**src/rtl/vbi_sched_pkg.sv**
```systemverilog
package vbi_sched_pkg;

  localparam int CODE_W = 4;
  localparam logic [CODE_W-1:0] CODE_OFF = 4'hF;

  // Nibble choice: first field takes bits [3:0], second field bits [7:4].
  function automatic logic [CODE_W-1:0] pick_code(input logic [7:0] sel_byte,
                                                   input logic second_field);
    return second_field ? sel_byte[7:4] : sel_byte[3:0];
  endfunction

  // Enable rule applied to a code.
  function automatic logic code_active(input logic [CODE_W-1:0] code);
    return code != CODE_OFF;
  endfunction

endpackage

```
**src/rtl/vbi_htrig.sv**
```systemverilog
module vbi_htrig #(
  parameter int HOFF_W = 11
) (
  input  logic              clk,
  input  logic              rst_n,
  input  logic              href,
  input  logic [HOFF_W-1:0] hoff,
  output logic              h_trig
);

  logic              href_q;
  logic              armed;
  logic [HOFF_W-1:0] hcnt;
  logic              h_fall;

  assign h_fall = href_q & ~href;
  assign h_trig = armed && (hcnt == hoff);

  always_ff @(posedge clk) begin
    if (!rst_n) begin
      href_q <= 1'b0;
      armed  <= 1'b0;
      hcnt   <= '0;
    end else begin
      href_q <= href;
      if (h_fall) begin
        armed <= 1'b1;
        hcnt  <= '0;
      end else if (h_trig) begin
        armed <= 1'b0;
      end else if (armed) begin
        hcnt <= hcnt + 1'b1;
      end
    end
  end

  // a line trigger is a single-cycle event
  p_trig_single_r2: assert property (@(posedge clk) disable iff (!rst_n)
    h_trig |=> !h_trig);

endmodule

```
**src/rtl/vbi_line_track.sv**
```systemverilog
module vbi_line_track #(
  parameter int VOFF_W    = 9,
  parameter int LAST_LINE = 24,
  parameter int LINE_W    = 5
) (
  input  logic              clk,
  input  logic              rst_n,
  input  logic              vref,
  input  logic              field_id,
  input  logic              foff,
  input  logic [VOFF_W-1:0] voff,
  input  logic              h_trig,
  output logic [LINE_W-1:0] line_no,
  output logic              second_field
);

  localparam logic [LINE_W-1:0] LINE_SAT = LINE_W'(LAST_LINE + 1);

  logic              vref_q;
  logic              pend;
  logic [VOFF_W-1:0] vwait;
  logic              v_fall;
  logic              restart;
  logic              advance;

  assign v_fall  = vref_q & ~vref;
  assign restart = h_trig && pend && (vwait == '0) && !v_fall;
  assign advance = h_trig && !restart && !v_fall &&
                   (line_no != '0) && (line_no != LINE_SAT);

  always_ff @(posedge clk) begin
    if (!rst_n) begin
      vref_q       <= 1'b0;
      pend         <= 1'b0;
      vwait        <= '0;
      line_no      <= '0;
      second_field <= 1'b0;
    end else begin
      vref_q <= vref;
      if (v_fall) begin
        pend  <= 1'b1;
        vwait <= voff;
      end else if (restart) begin
        pend         <= 1'b0;
        line_no      <= LINE_W'(1);
        second_field <= field_id ^ foff;
      end else if (h_trig && pend) begin
        vwait <= vwait - 1'b1;
      end
      if (advance) line_no <= line_no + 1'b1;
    end
  end

  // the line count never passes the saturation point
  p_line_sat_r6: assert property (@(posedge clk) disable iff (!rst_n)
    line_no <= LINE_SAT);

  // a field restart lands on line 1
  p_restart_one_r3: assert property (@(posedge clk) disable iff (!rst_n)
    restart |=> (line_no == LINE_W'(1)));

  // the field choice only moves at a restart
  p_field_hold_r5: assert property (@(posedge clk) disable iff (!rst_n)
    !restart |=> $stable(second_field));

endmodule

```
**src/rtl/vbi_sel_bank.sv**
```systemverilog
module vbi_sel_bank
  import vbi_sched_pkg::*;
#(
  parameter int              ADDR_W     = 8,
  parameter logic [ADDR_W-1:0] BASE_ADDR = 8'h41,
  parameter int              FIRST_LINE = 2,
  parameter int              LAST_LINE  = 24,
  parameter int              LINE_W     = 5
) (
  input  logic              clk,
  input  logic              rst_n,
  input  logic              cfg_we,
  input  logic [ADDR_W-1:0] cfg_addr,
  input  logic [7:0]        cfg_wdata,
  input  logic [LINE_W-1:0] line_no,
  input  logic              second_field,
  output logic [CODE_W-1:0] code_now
);

  localparam int SLOTS  = LAST_LINE - FIRST_LINE + 1;
  localparam int SLOT_W = $clog2(SLOTS);

  logic [7:0]         bank [SLOTS];
  logic [SLOTS*8-1:0] bank_flat;
  logic [ADDR_W-1:0]  wr_off;
  logic               wr_hit;
  logic [SLOT_W-1:0]  wr_slot;

  assign wr_off  = cfg_addr - BASE_ADDR;
  assign wr_hit  = cfg_we && (cfg_addr >= BASE_ADDR) && (wr_off < ADDR_W'(SLOTS));
  assign wr_slot = wr_off[SLOT_W-1:0];

  always_ff @(posedge clk) begin
    if (!rst_n) begin
      for (int i = 0; i < SLOTS; i++) bank[i] <= 8'hFF;
    end else if (wr_hit) begin
      bank[wr_slot] <= cfg_wdata;
    end
  end

  for (genvar g = 0; g < SLOTS; g++) begin : g_flat
    assign bank_flat[g*8 +: 8] = bank[g];
  end

  // Lines past the last one reuse the last line's slot.
  function automatic logic [SLOT_W-1:0] line_slot(input logic [LINE_W-1:0] ln);
    logic [LINE_W-1:0] clamped;
    clamped = (ln > LINE_W'(LAST_LINE)) ? LINE_W'(LAST_LINE) : ln;
    return SLOT_W'(clamped - LINE_W'(FIRST_LINE));
  endfunction

  always_comb begin
    if (line_no < LINE_W'(FIRST_LINE)) code_now = CODE_OFF;
    else code_now = pick_code(bank[line_slot(line_no)], second_field);
  end

  // writes outside the window leave every byte alone
  p_ignore_r8: assert property (@(posedge clk) disable iff (!rst_n)
    (cfg_we && !wr_hit) |=> $stable(bank_flat));

endmodule

```
**src/rtl/vbi_line_sched.sv**
```systemverilog
module vbi_line_sched
  import vbi_sched_pkg::*;
#(
  parameter int                HOFF_W     = 11,
  parameter int                VOFF_W     = 9,
  parameter int                ADDR_W     = 8,
  parameter logic [ADDR_W-1:0] BASE_ADDR  = 8'h41,
  parameter int                FIRST_LINE = 2,
  parameter int                LAST_LINE  = 24
) (
  input  logic              clk,
  input  logic              rst_n,
  input  logic              href,
  input  logic              vref,
  input  logic              field_id,
  input  logic [HOFF_W-1:0] hoff,
  input  logic [VOFF_W-1:0] voff,
  input  logic              foff,
  input  logic              cfg_we,
  input  logic [ADDR_W-1:0] cfg_addr,
  input  logic [7:0]        cfg_wdata,
  output logic [3:0]        std_code,
  output logic              slicer_en,
  output logic              line_start
);

  localparam int LINE_W = $clog2(LAST_LINE + 2);

  logic              h_trig;
  logic              trig_q;
  logic [LINE_W-1:0] cur_line;
  logic              cur_second;
  logic [CODE_W-1:0] code_now;

  vbi_htrig #(.HOFF_W(HOFF_W)) u_htrig (
    .clk    (clk),
    .rst_n  (rst_n),
    .href   (href),
    .hoff   (hoff),
    .h_trig (h_trig)
  );

  vbi_line_track #(
    .VOFF_W    (VOFF_W),
    .LAST_LINE (LAST_LINE),
    .LINE_W    (LINE_W)
  ) u_track (
    .clk          (clk),
    .rst_n        (rst_n),
    .vref         (vref),
    .field_id     (field_id),
    .foff         (foff),
    .voff         (voff),
    .h_trig       (h_trig),
    .line_no      (cur_line),
    .second_field (cur_second)
  );

  vbi_sel_bank #(
    .ADDR_W     (ADDR_W),
    .BASE_ADDR  (BASE_ADDR),
    .FIRST_LINE (FIRST_LINE),
    .LAST_LINE  (LAST_LINE),
    .LINE_W     (LINE_W)
  ) u_bank (
    .clk          (clk),
    .rst_n        (rst_n),
    .cfg_we       (cfg_we),
    .cfg_addr     (cfg_addr),
    .cfg_wdata    (cfg_wdata),
    .line_no      (cur_line),
    .second_field (cur_second),
    .code_now     (code_now)
  );

  // The line number settles one cycle after the trigger; the outputs are
  // loaded one cycle later still, together with the pulse.
  always_ff @(posedge clk) begin
    if (!rst_n) begin
      trig_q     <= 1'b0;
      line_start <= 1'b0;
      std_code   <= CODE_OFF;
      slicer_en  <= 1'b0;
    end else begin
      trig_q     <= h_trig;
      line_start <= trig_q;
      if (trig_q) begin
        std_code  <= code_now;
        slicer_en <= code_active(code_now);
      end
    end
  end

  // the code only moves together with a line-start pulse
  p_code_hold_r9: assert property (@(posedge clk) disable iff (!rst_n)
    !line_start |-> $stable(std_code));

  // the enable follows the code in force
  p_en_tracks_r7: assert property (@(posedge clk) disable iff (!rst_n)
    slicer_en == (std_code != CODE_OFF));

  // line 1 and the pre-vertical state carry the off code
  p_line1_off_r7: assert property (@(posedge clk) disable iff (!rst_n)
    (line_start && (cur_line <= LINE_W'(1))) |-> (std_code == CODE_OFF));

endmodule

```
**config.mk**
```make
export PLATFORM = sky130hd
export DESIGN_NAME = vbi_line_sched
export DESIGN_NICKNAME = d
export VERILOG_FILES = /design/src/rtl/vbi_sched_pkg.sv /design/src/rtl/vbi_htrig.sv /design/src/rtl/vbi_line_track.sv /design/src/rtl/vbi_sel_bank.sv /design/src/rtl/vbi_line_sched.sv
export SDC_FILE = /design/constraint.sdc
export NUM_CORES = 1
export LEC_CHECK = 0
export BUFFER_PORTS_ARGS = -buffer_cell sky130_fd_sc_hd__buf_4
export CAP_MARGIN = 20
export CORE_ASPECT_RATIO = 0.9
export CORE_MARGIN = 5
export CORE_UTILIZATION = 59
export CTS_BUF_LIST = sky130_fd_sc_hd__clkbuf_2
export DETAILED_ROUTE_END_ITERATION = 8
export PLACE_DENSITY_LB_ADDON = 0.12
export SLEW_MARGIN = 15
export SYNTH_ARGS = -nofsm -noshare
export SYNTH_HDL_FRONTEND = slang
export SYNTH_HIERARCHICAL = 1
export SYNTH_SLANG_ARGS = --single-unit
```
**constraint.sdc**
```tcl
create_clock -name clk -period 4.8 [get_ports clk]
set_clock_uncertainty 0.1 [all_clocks]
set_input_delay 0.96 -clock clk [delete_from_list [all_inputs] [get_ports clk]]
set_output_delay 0.96 -clock clk [all_outputs]
set_load 0.005 [all_outputs]
```
==> results of run 1 <==
==> routing by layer <==
metal  vias up  GRT usage, %  wire length, um
met1      4614          34.9            13800
met2       476          39.1            15500
met4         0          9.24              861
met5         -             0                0
li1       4473             -                -
met3        74          5.60             3020
==> how the worst min path moves through the flow <==
stage / startpoint / end / slack, ps / cells after the start
4_1_cts: href / u_htrig/href_q / 150 / 2
5_1_grt: href / u_htrig/href_q / 150 / 2
2_1_floorplan: std_code[0] / std_code[0] / 360 / 2
3_3_place_gp: std_code[1] / std_code[1] / 370 / 2
3_5_place_dp: std_code[1] / std_code[1] / 360 / 2
6_report: href / u_htrig/href_q / 250 / 2
==> cells in the final DEF (no fill, tap or decap), types with 12 or more instances in the layout <==
| master | n |
|---|---|
| nand2b_1 | 17 |
| inv_1 | 12 |
| mux2i_1 | 31 |
| dfxtp_1 | 36 |
| mux4_1 | 12 |
| o22ai_1 | 18 |
| mux4_2 | 18 |
| nor2_1 | 38 |
| clkbuf_2 | 111 |
| edfxtp_1 | 256 |
| or2_2 | 42 |
| o21ai_0 | 45 |
| nand2_1 | 71 |
| conb_1 | 72 |
| nor3_1 | 15 |
| or3_1 | 156 |
| buf_4 | 83 |
| a21oi_1 | 38 |
| a31oi_1 | 14 |
==> worst register-to-register path, cell delays in order, from the launching register on <==
cell and delay, ps:
dfxtp_1 380, buf_4 230, nand2_1 110, nand2_1 60
ha_2 730, buf_12 290, mux4_1 360, mux2i_1 360
a22oi_1 160, o311a_1 150, o221a_2 290, mux2i_1 140
nand2_1 60
==> final cells by class <==
| cell class | instances | area (um2) |
|---|---|---|
| antenna | 1 | 2.50 |
| fill | 1795 | 7830 |
| sequential | 293 | 8430 |
| inverter | 13 | 48.8 |
| multi-input combinational | 766 | 5270 |
| clock inverter | 13 | 101 |
| tap | 302 | 378 |
| clock buffer | 111 | 556 |
| timing repair buffer | 85 | 663 |
==> state kept, by name, indices dropped and copies added, names as in the netlist <==
signal,flops
trig_q,1
u_htrig/armed,1
std_code,4
line_start,1
u_track/pend,1
u_track/vref_q,1
u_track/line_no,5
u_track/vwait,9
u_track/second_field,1
u_htrig/href_q,1
u_bank/bank,256
slicer_en,1
u_htrig/hcnt,11
==> logic make-up (layout without fill, tap and decap cells) <==
group	after synthesis	count (layout)
AOI/OAI and AO/OA	193	193
xor gates and xnor gates	16	16
adders and majority gates	7	7
buffers and inverters	105	222
DFF	293	293
muxes	72	72
other	1	73
and+or+nand+nor	406	406
==> cells in the mapped netlist, types with 5 or more instances <==
master	count	area (um2)
a211oi_1	8	60.1
a21oi_1	38	190
a221o_1	5	50.1
a31oi_1	14	87.6
and2_1	10	62.6
and3_1	5	31.3
buf_2	18	90.1
buf_6	7	78.8
clkbuf_1	61	229
dfxtp_1	37	741
edfxtp_1	256	7690
ha_1	7	87.6
inv_1	12	45.0
mux2_2	11	124
mux2i_1	31	310
mux4_1	12	315
mux4_2	18	405
nand2_1	71	267
nand2b_1	17	106
nand3_1	9	45.0
nand4_1	7	43.8
nor2_1	38	143
nor2b_1	5	31.3
nor3_1	15	75.1
o211ai_1	11	82.6
o21ai_0	45	225
o221ai_1	7	61.3
o22ai_1	18	113
or2_2	42	263
or3_1	156	976
or4_1	11	82.6
xnor2_1	5	43.8
xor2_1	11	96.3
==> power breakdown <==
group | internal, mW | switching [mW] | leakage (nW) | total (mW)
clock | 0.711 | 0.969 | 0.515 | 1.68
combinational | 0.100 | 0.177 | 1.95 | 0.277
sequential | 2.90 | 0.0413 | 2.86 | 2.94
total | 3.71 | 1.19 | 5.33 | 4.90
==> results.cfg, run 1 <==
[status]
status = finished, final reports clean

[critical_path]
slowest_stage = ha_2
r2r_slack_ps = 1240
crit_top_cell = nand2_1
crit_chain = buf_4 -> nand2_1 -> nand2_1 -> ha_2 -> buf_12 -> mux4_1 -> mux2i_1 -> a22oi_1 -> o311a_1 -> o221a_2 -> mux2i_1 -> nand2_1
crit_family = multiplexers
crit_fanout = 29
cp-endpoint = std_code[1]
reg2reg_to = std_code[1]
cp.arrival_ps = 4150
critPathRequiredTime_ps = 5390
critPathLaunch = u_track/line_no[3]
path_class = flop to flop
worst_setup_path_start_kind = flop
rr_worst_depth = 12
reg2reg_from = u_track/line_no[3]
path_buf_inv = 2
slowest_delay_ps = 730
crit_cells = 12
end_kind = flop

[die]
core_area_um2 = 23300
rows = 53
start_util_pct = 59.9
die_x_um = 172
die-area_um2 = 26800
io_pins = 49
fp.dieH_um = 156

[cts]
insertion_delay_ps = 840
cts_buffer_depth = 3
holdBufCountCts = 0
clk_pin_slew_ps = 100
cts_resized = 0
cts.sinks = 293
cts-root-buf = clkbuf_2
cts_setup_buffers = 0
h-tree-depth = 3
cts_buffers = 75
tritoncts = built

[finish]
layout.cells.non_filler = 1584
final_area_um2 = 15400
area_growth_pct = 10.9
utilization_pct = 66.4
fin_nets = 1284
drive_gt1_share_pct = 22.8

[synthesis]
synthFlopType = edfxtp_1
synth_top_family_by_area = simple AND/OR/NAND/NOR gates
synth.distinct_cells = 71
synth_compound_area_share_pct = 9.36
yosys.area_share.adder_pct = 0.629
ys_warn_count = 6
synth-simple-area-share_pct = 16.6
synthMuxAreaShare_pct = 8.29
synth-edff-count = 256
synth-async-reset-ratio_pct = 0
syn_avg_cell_area_um2 = 12.7
ys_ff_latch = 293
syn_area_um2 = 13900
netlist_instances = 1093
synth_xor_area_share_pct = 1.01
yosysSeqAreaShare_pct = 60.5

[placement]
dp_hpwl_mm = 20.2
place_ws_ps = 1020
place_congestion = 0.927
port_buffers = 48
place_area_um2 = 14800
placed_cells = 1459

[grt]
track_usage_pct = 25.0
grt_max_degree = 67
grt_pass1_wl_mm = 51.6
grt_pass1_vias = 9387
grt-ovfl-total = 0
grt_antenna_before_repair = 1

[power]
power_per_cell_area_nw_per_um2 = 317
total_power_mw = 4.90
leakagePower_nw = 5.33
vdd_ir_drop_max_v = 0.000193

[detailed_routing]
drt-pass1-iter-count = 5
via_per_inst = 6.08
dr.first_iter.drc_count = 1065
drc = 0
routed_wirelength_mm = 33.2
drtAntennaViolNets = 0
dr_total_vias = 9637
wl_per_cell_um = 20.9

[sta]
rsz0062_at_grt = false
setup_tns_ps = 0
postLayoutSetupSlackWorst_ps = 1240
worst_pin_slew_ps = 1030
hold_violations = 0
max_freq_ghz = 0.281
fin_hold_ws_ps = 255
fin_crit_ps = 3560
setup_viol = 0
drv_slew = 0
period_share_pct = 74.2
slew_headroom_pct = 31.1

[job]
drv_cap = 0

[min_path]
hold_class = primary input to flop
Power figures use the tool's default switching activity.
==> inputs of run 2 (changes only) <==
clock period = 3.7 ns   (was 4.8 ns; I/O delays follow)
==> run 2 against run 1 <==
Against the previous run:
- register-to-register slack worse by 900 ps
- via count grew 0.62%
- utilization grew 0.18 points
- fmax up 6.0%
- global-route usage increased by 0.59 points
- sequential share of layout area down 0.15 points
- hold slack got worse by 180 ps
- critical endpoint is now slicer_en
- clock-buffer cell count is 7 lower
- die area unchanged
- wire length rose by 2.1%
- critical path depth down 1
==> results.cfg, run 2 (synthesis gave the netlist of run 1 again) <==
[finish]
max_flop_register = u_bank/bank
area_growth_pct = 11.2
largest_register_ffs = 256
nFillCells = 1792
drive_gt1_share_pct = 22.7
layout.cells.non_filler = 1590
final_cell_mix = edfxtp_1, or3_1, clkbuf_2
utilization_pct = 66.6
final_common_cell = edfxtp_1
fin_nets = 1293
top_regs = u_bank/bank x256, u_htrig/hcnt x11, u_track/vwait x9

[sta]
setup_viol = 0
fin_crit_ps = 3360
rsz0062_at_grt = false
slew_headroom_pct = 45.5
period_share_pct = 90.8
worst_pin_slew_ps = 816
postLayoutSetupSlackWorst_ps = 340
hold_violations = 0
setup_tns_ps = 0
drv_slew = 0
max_freq_ghz = 0.298

[detailed_routing]
drt-pass1-iter-count = 5
dr.first_iter.drc_count = 880
via_per_inst = 6.10
drtAntennaViolNets = 0
wl_per_cell_um = 21.3
routed_wirelength_mm = 33.9
drc = 0
dr_total_vias = 9697

[power]
vdd_ir_drop_max_v = 0.000229
power.switching_mw = 1.53
clock_power_share_pct = 33.0
seqPwrFrac_pct = 61.2
leakagePower_nw = 5.34
power_per_cell_area_nw_per_um2 = 403
p_int_mw = 4.71
power_frac_comb_pct = 5.8
switching_share_pct = 24.5

[critical_path]
end_kind = flop
crit_fanout = 28
path_class = flop to flop
cp.arrival_ps = 3960
crit_top_cell = a31oi_1
path_buf_inv = 2
crit_family = compound AO/OA/AOI/OAI gates
slowest_stage = ha_2
critPathRequiredTime_ps = 4300
slowest_delay_ps = 570
worst_setup_path_start_kind = flop
crit_chain = a21boi_2 -> inv_2 -> ha_2 -> buf_12 -> mux4_2 -> mux2i_1 -> a22oi_1 -> a31oi_1 -> a31oi_1 -> and4_4 -> a21oi_2

[grt]
grt_max_degree = 67
grt-ovfl-total = 0
grt_antenna_before_repair = 1
grt_pass1_wl_mm = 52.9
grt_pass1_vias = 9677
track_usage_pct = 25.6

[status]
status = finished, final reports clean

[placement]
dp_hpwl_mm = 20.7
port_buffers = 48
placed_cells = 1466
place_congestion = 0.944
place_ws_ps = 290

[cts]
holdBufCountCts = 2
h-tree-depth = 3
cts_buffer_depth = 3
cts_setup_buffers = 0
cts-root-buf = clkbuf_2
tritoncts = built
clk_pin_slew_ps = 90
insertion_delay_ps = 840
cts_buffers = 75
cts_resized = 0
cts.sinks = 293

[die]
start_util_pct = 59.9
fp.dieH_um = 156
io_pins = 49
rows = 53
die_x_um = 172
core_area_um2 = 23300
die-area_um2 = 26800

[min_path]
hold_class = primary input to flop

[job]
drv_cap = 0
run 2: cell count changes in the layout (fill, tap and decap cells not counted), sizes merged:
| cell | before | now |
|---|---|---|
| clkinv | 8 | 12 |
| buf | 85 | 92 |
| clkbuf | 111 | 104 |
| bufinv | 2 | 1 |
| clkinvlp | 0 | 1 |
| dlygate4sd3 | 0 | 2 |
run 2: worst register-to-register path, delay by kind of cell, from the launching register on:
family,cells,cell delay (ps)
adders and majority gates,1,570
DFF,1,460
muxes,2,340
and+or+nand+nor,1,280
buffers and inverters,2,310
AOI/OAI and AO/OA,5,1180
run 2: worst paths after layout:
| check | slack [ps] | end | cells after the start | startpoint |
|---|---|---|---|---|
| worst max-delay path | 340 | slicer_en | 11 | u_track/line_no[3] |
| worst min-delay path | 70 | u_track/vwait[1] | 3 | voff[1] |
| worst max register to register | 340 | slicer_en | 11 | u_track/line_no[3] |
| worst min register to register | 400 | std_code[2] | 2 | std_code[2] |
run 2: per-stage QoR:
step / instance area, um2 / hold slack, ps / total power, mW
global route: 15500 / 8.81 / 6.54
finish: 15500 / 72.6 / 6.24
CTS: 15500 / 12.2 / 6.30
detailed placement: 14900 / 373 / 4.25
floorplan: 14200 / 365 / 4.07
global placement: 14900 / 371 / 4.23
run 2: final cells by class:
| cell class | count | area (um2) | area share (%) |
|---|---|---|---|
| inverter | 13 | 48.8 | 0.315 |
| sequential | 293 | 8430 | 54.4 |
| tap | 302 | 378 | 2.44 |
| timing repair buffer | 94 | 748 | 4.83 |
| clock inverter | 17 | 93.8 | 0.606 |
| antenna | 1 | 2.50 | 0.0162 |
| multi-input combinational | 766 | 5270 | 34.0 |
| clock buffer | 104 | 520 | 3.36 |
run 2: power by group through the flow:
stage | logic (mW) | clock network (mW) | registers (mW)
CTS | 0.357 | 2.12 | 3.82
floorplan | 0.201 | 0 | 3.87
detailed placement | 0.354 | 0 | 3.89
global route | 0.393 | 2.32 | 3.83
global placement | 0.348 | 0 | 3.88
finish | 0.361 | 2.06 | 3.82
run 2: routing by layer:
layer	GRT usage, %	wire (um)	up-vias
met5	0	0	-
met4	8.83	928	0
met2	40.1	15900	443
li1	-	-	4479
met1	35.4	14000	4683
met3	6.59	3020	92
==> inputs of run 3 (changes only) <==
CORE_UTILIZATION = 45   (was 59)
PLACE_DENSITY_LB_ADDON = unset   (was 0.12)
==> run 3 against run 2 <==
Against the previous run:
- hold slack better by 34 ps
- first-iteration DRC count fell by 12%
- setup slack worse by 77 ps
- final cell count up 8.2%
- via count grew 0.67%
- die area up 29%
==> results.cfg, run 3 (synthesis gave the netlist of run 1 again) <==
[cts]
cts_setup_buffers = 0
cts_buffer_depth = 3
cts-root-buf = clkbuf_2
h-tree-depth = 3
clk_pin_slew_ps = 100
cts_buffers = 79
insertion_delay_ps = 860
tritoncts = built
cts.sinks = 293

[power]
clock_power_share_pct = 34.5
p_int_mw = 4.78
seqPwrFrac_pct = 59.6
switching_share_pct = 25.3
power_frac_comb_pct = 5.9
power.switching_mw = 1.62
power_per_cell_area_nw_per_um2 = 406
leakagePower_nw = 5.43
vdd_ir_drop_max_v = 0.000149

[critical_path]
reg2reg_from = u_track/line_no[3]
end_kind = flop
slowest_stage = dfxtp_1
crit_chain = buf_4 -> a21bo_2 -> a211oi_1 -> a2111oi_0 -> buf_4 -> nor4_1 -> a31oi_1 -> o221a_2 -> and4_4 -> a21oi_2
worst_setup_path_start_kind = flop
crit_fanout = 15
r2r_slack_ps = 260
reg2reg_to = slicer_en
critPathLaunch = u_track/line_no[3]
cp-endpoint = slicer_en
rr_worst_depth = 10
critPathRequiredTime_ps = 4300
cp.arrival_ps = 4040
path_class = flop to flop
slowest_delay_ps = 690
crit_top_cell = buf_4

[sta]
worst_pin_slew_ps = 873
slew_headroom_pct = 41.8
fin_crit_ps = 3440
period_share_pct = 92.9
rsz0062_at_grt = false
drv_slew = 0
hold_violations = 0
setup_tns_ps = 0
max_freq_ghz = 0.291
setup_viol = 0

[grt]
grt_max_degree = 55
track_usage_pct = 20.5
grt_pass1_vias = 9724
grt_pass1_wl_mm = 55.2
grt-ovfl-total = 0
grt_antenna_before_repair = 1

[placement]
port_buffers = 48
place_area_um2 = 15000
dp_hpwl_mm = 21.6
place_congestion = 0.906

[detailed_routing]
wl_per_cell_um = 20.6
via_per_inst = 5.67
drc = 0
dr_total_vias = 9762
dr.first_iter.drc_count = 775
drt-pass1-iter-count = 5
routed_wirelength_mm = 35.5
drtAntennaViolNets = 0

[die]
die_x_um = 195
io_pins = 49
fp.dieH_um = 177
die-area_um2 = 34600
rows = 61
start_util_pct = 45.3
core_area_um2 = 30800

[finish]
area_growth_pct = 13.2
final_common_cell = edfxtp_1
final_cell_mix = edfxtp_1, or3_1, clkbuf_2
largest_register_ffs = 256
top_regs = u_bank/bank x256, u_htrig/hcnt x11, u_track/vwait x9
max_flop_register = u_bank/bank
fin_nets = 1305
final_area_um2 = 15800
drive_gt1_share_pct = 23.8

[job]
drv_cap = 0

[min_path]
hold_class = primary input to flop

[status]
status = finished, final reports clean
==> run 3: per-stage QoR <==
stage / instances / hold slack (ps) / setup slack, ps / util, % / power, mW
after floorplan: 1164 / 365 / 244 / - / 4.07
after global placement: 1580 / 364 / 275 / 48.9 / 4.25
after detailed placement: 1580 / 383 / 306 / 48.9 / 4.26
after CTS: 1720 / 21.0 / 259 / 51.3 / 6.50
after global routing: 1721 / 77.0 / 149 / 51.3 / 6.71
final: 1721 / 107 / 262 / 51.3 / 6.40
==> run 3: worst min-delay path by stage <==
stage	endpoint	slack, ps	depth (start not counted)	startpoint
finish	u_track/vwait[0]	110	3	voff[0]
global route	u_track/vwait[0]	80	3	voff[0]
CTS	u_track/vwait[4]	20	3	voff[4]
detailed placement	std_code[2]	380	2	std_code[2]
global placement	std_code[1]	360	2	std_code[1]
floorplan	std_code[0]	360	2	std_code[0]
==> run 3: final cells by class <==
type | instances | area [um2]
Inverter | 13 | 48.8
Multi-Input combinational cell | 766 | 5270
Timing Repair Buffer | 102 | 811
Sequential cell | 293 | 8430
Tap cell | 409 | 512
Clock inverter | 26 | 138
Antenna cell | 1 | 2.50
Clock buffer | 111 | 556
Fill cell | 2707 | 15000
==> run 3: worst max-delay path, delay by kind of cell, from the launching register on <==
kind / cells / cell delay, ps
buf+inv: 2 / 500
compound gates: 6 / 1720
simple gates: 2 / 290
flops: 1 / 690
==> run 3: power groups by stage <==
| stage | sequential (mW) | clock, mW | combinational, mW |
|---|---|---|---|
| 2_1_floorplan | 3.87 | 0 | 0.201 |
| 6_report | 3.82 | 2.21 | 0.376 |
| 4_1_cts | 3.82 | 2.30 | 0.375 |
| 5_1_grt | 3.84 | 2.47 | 0.409 |
| 3_5_place_dp | 3.89 | 0 | 0.371 |
| 3_3_place_gp | 3.89 | 0 | 0.367 |
==> run 3: timing repair <==
| item | CTS | global route |
|---|---|---|
| hold buffers | 3 | 0 |
| endpoints found under the hold margin | 3 | 0 |
| setup endpoints to repair | 0 | 1 |
| resized for setup | 0 | 1 |
==> run 3: metal layers <==
metal	track usage [%]	wire length, um
met1	28.0	15400
met2	32.0	16300
met3	5.02	2850
met4	7.88	1000
met5	0	0
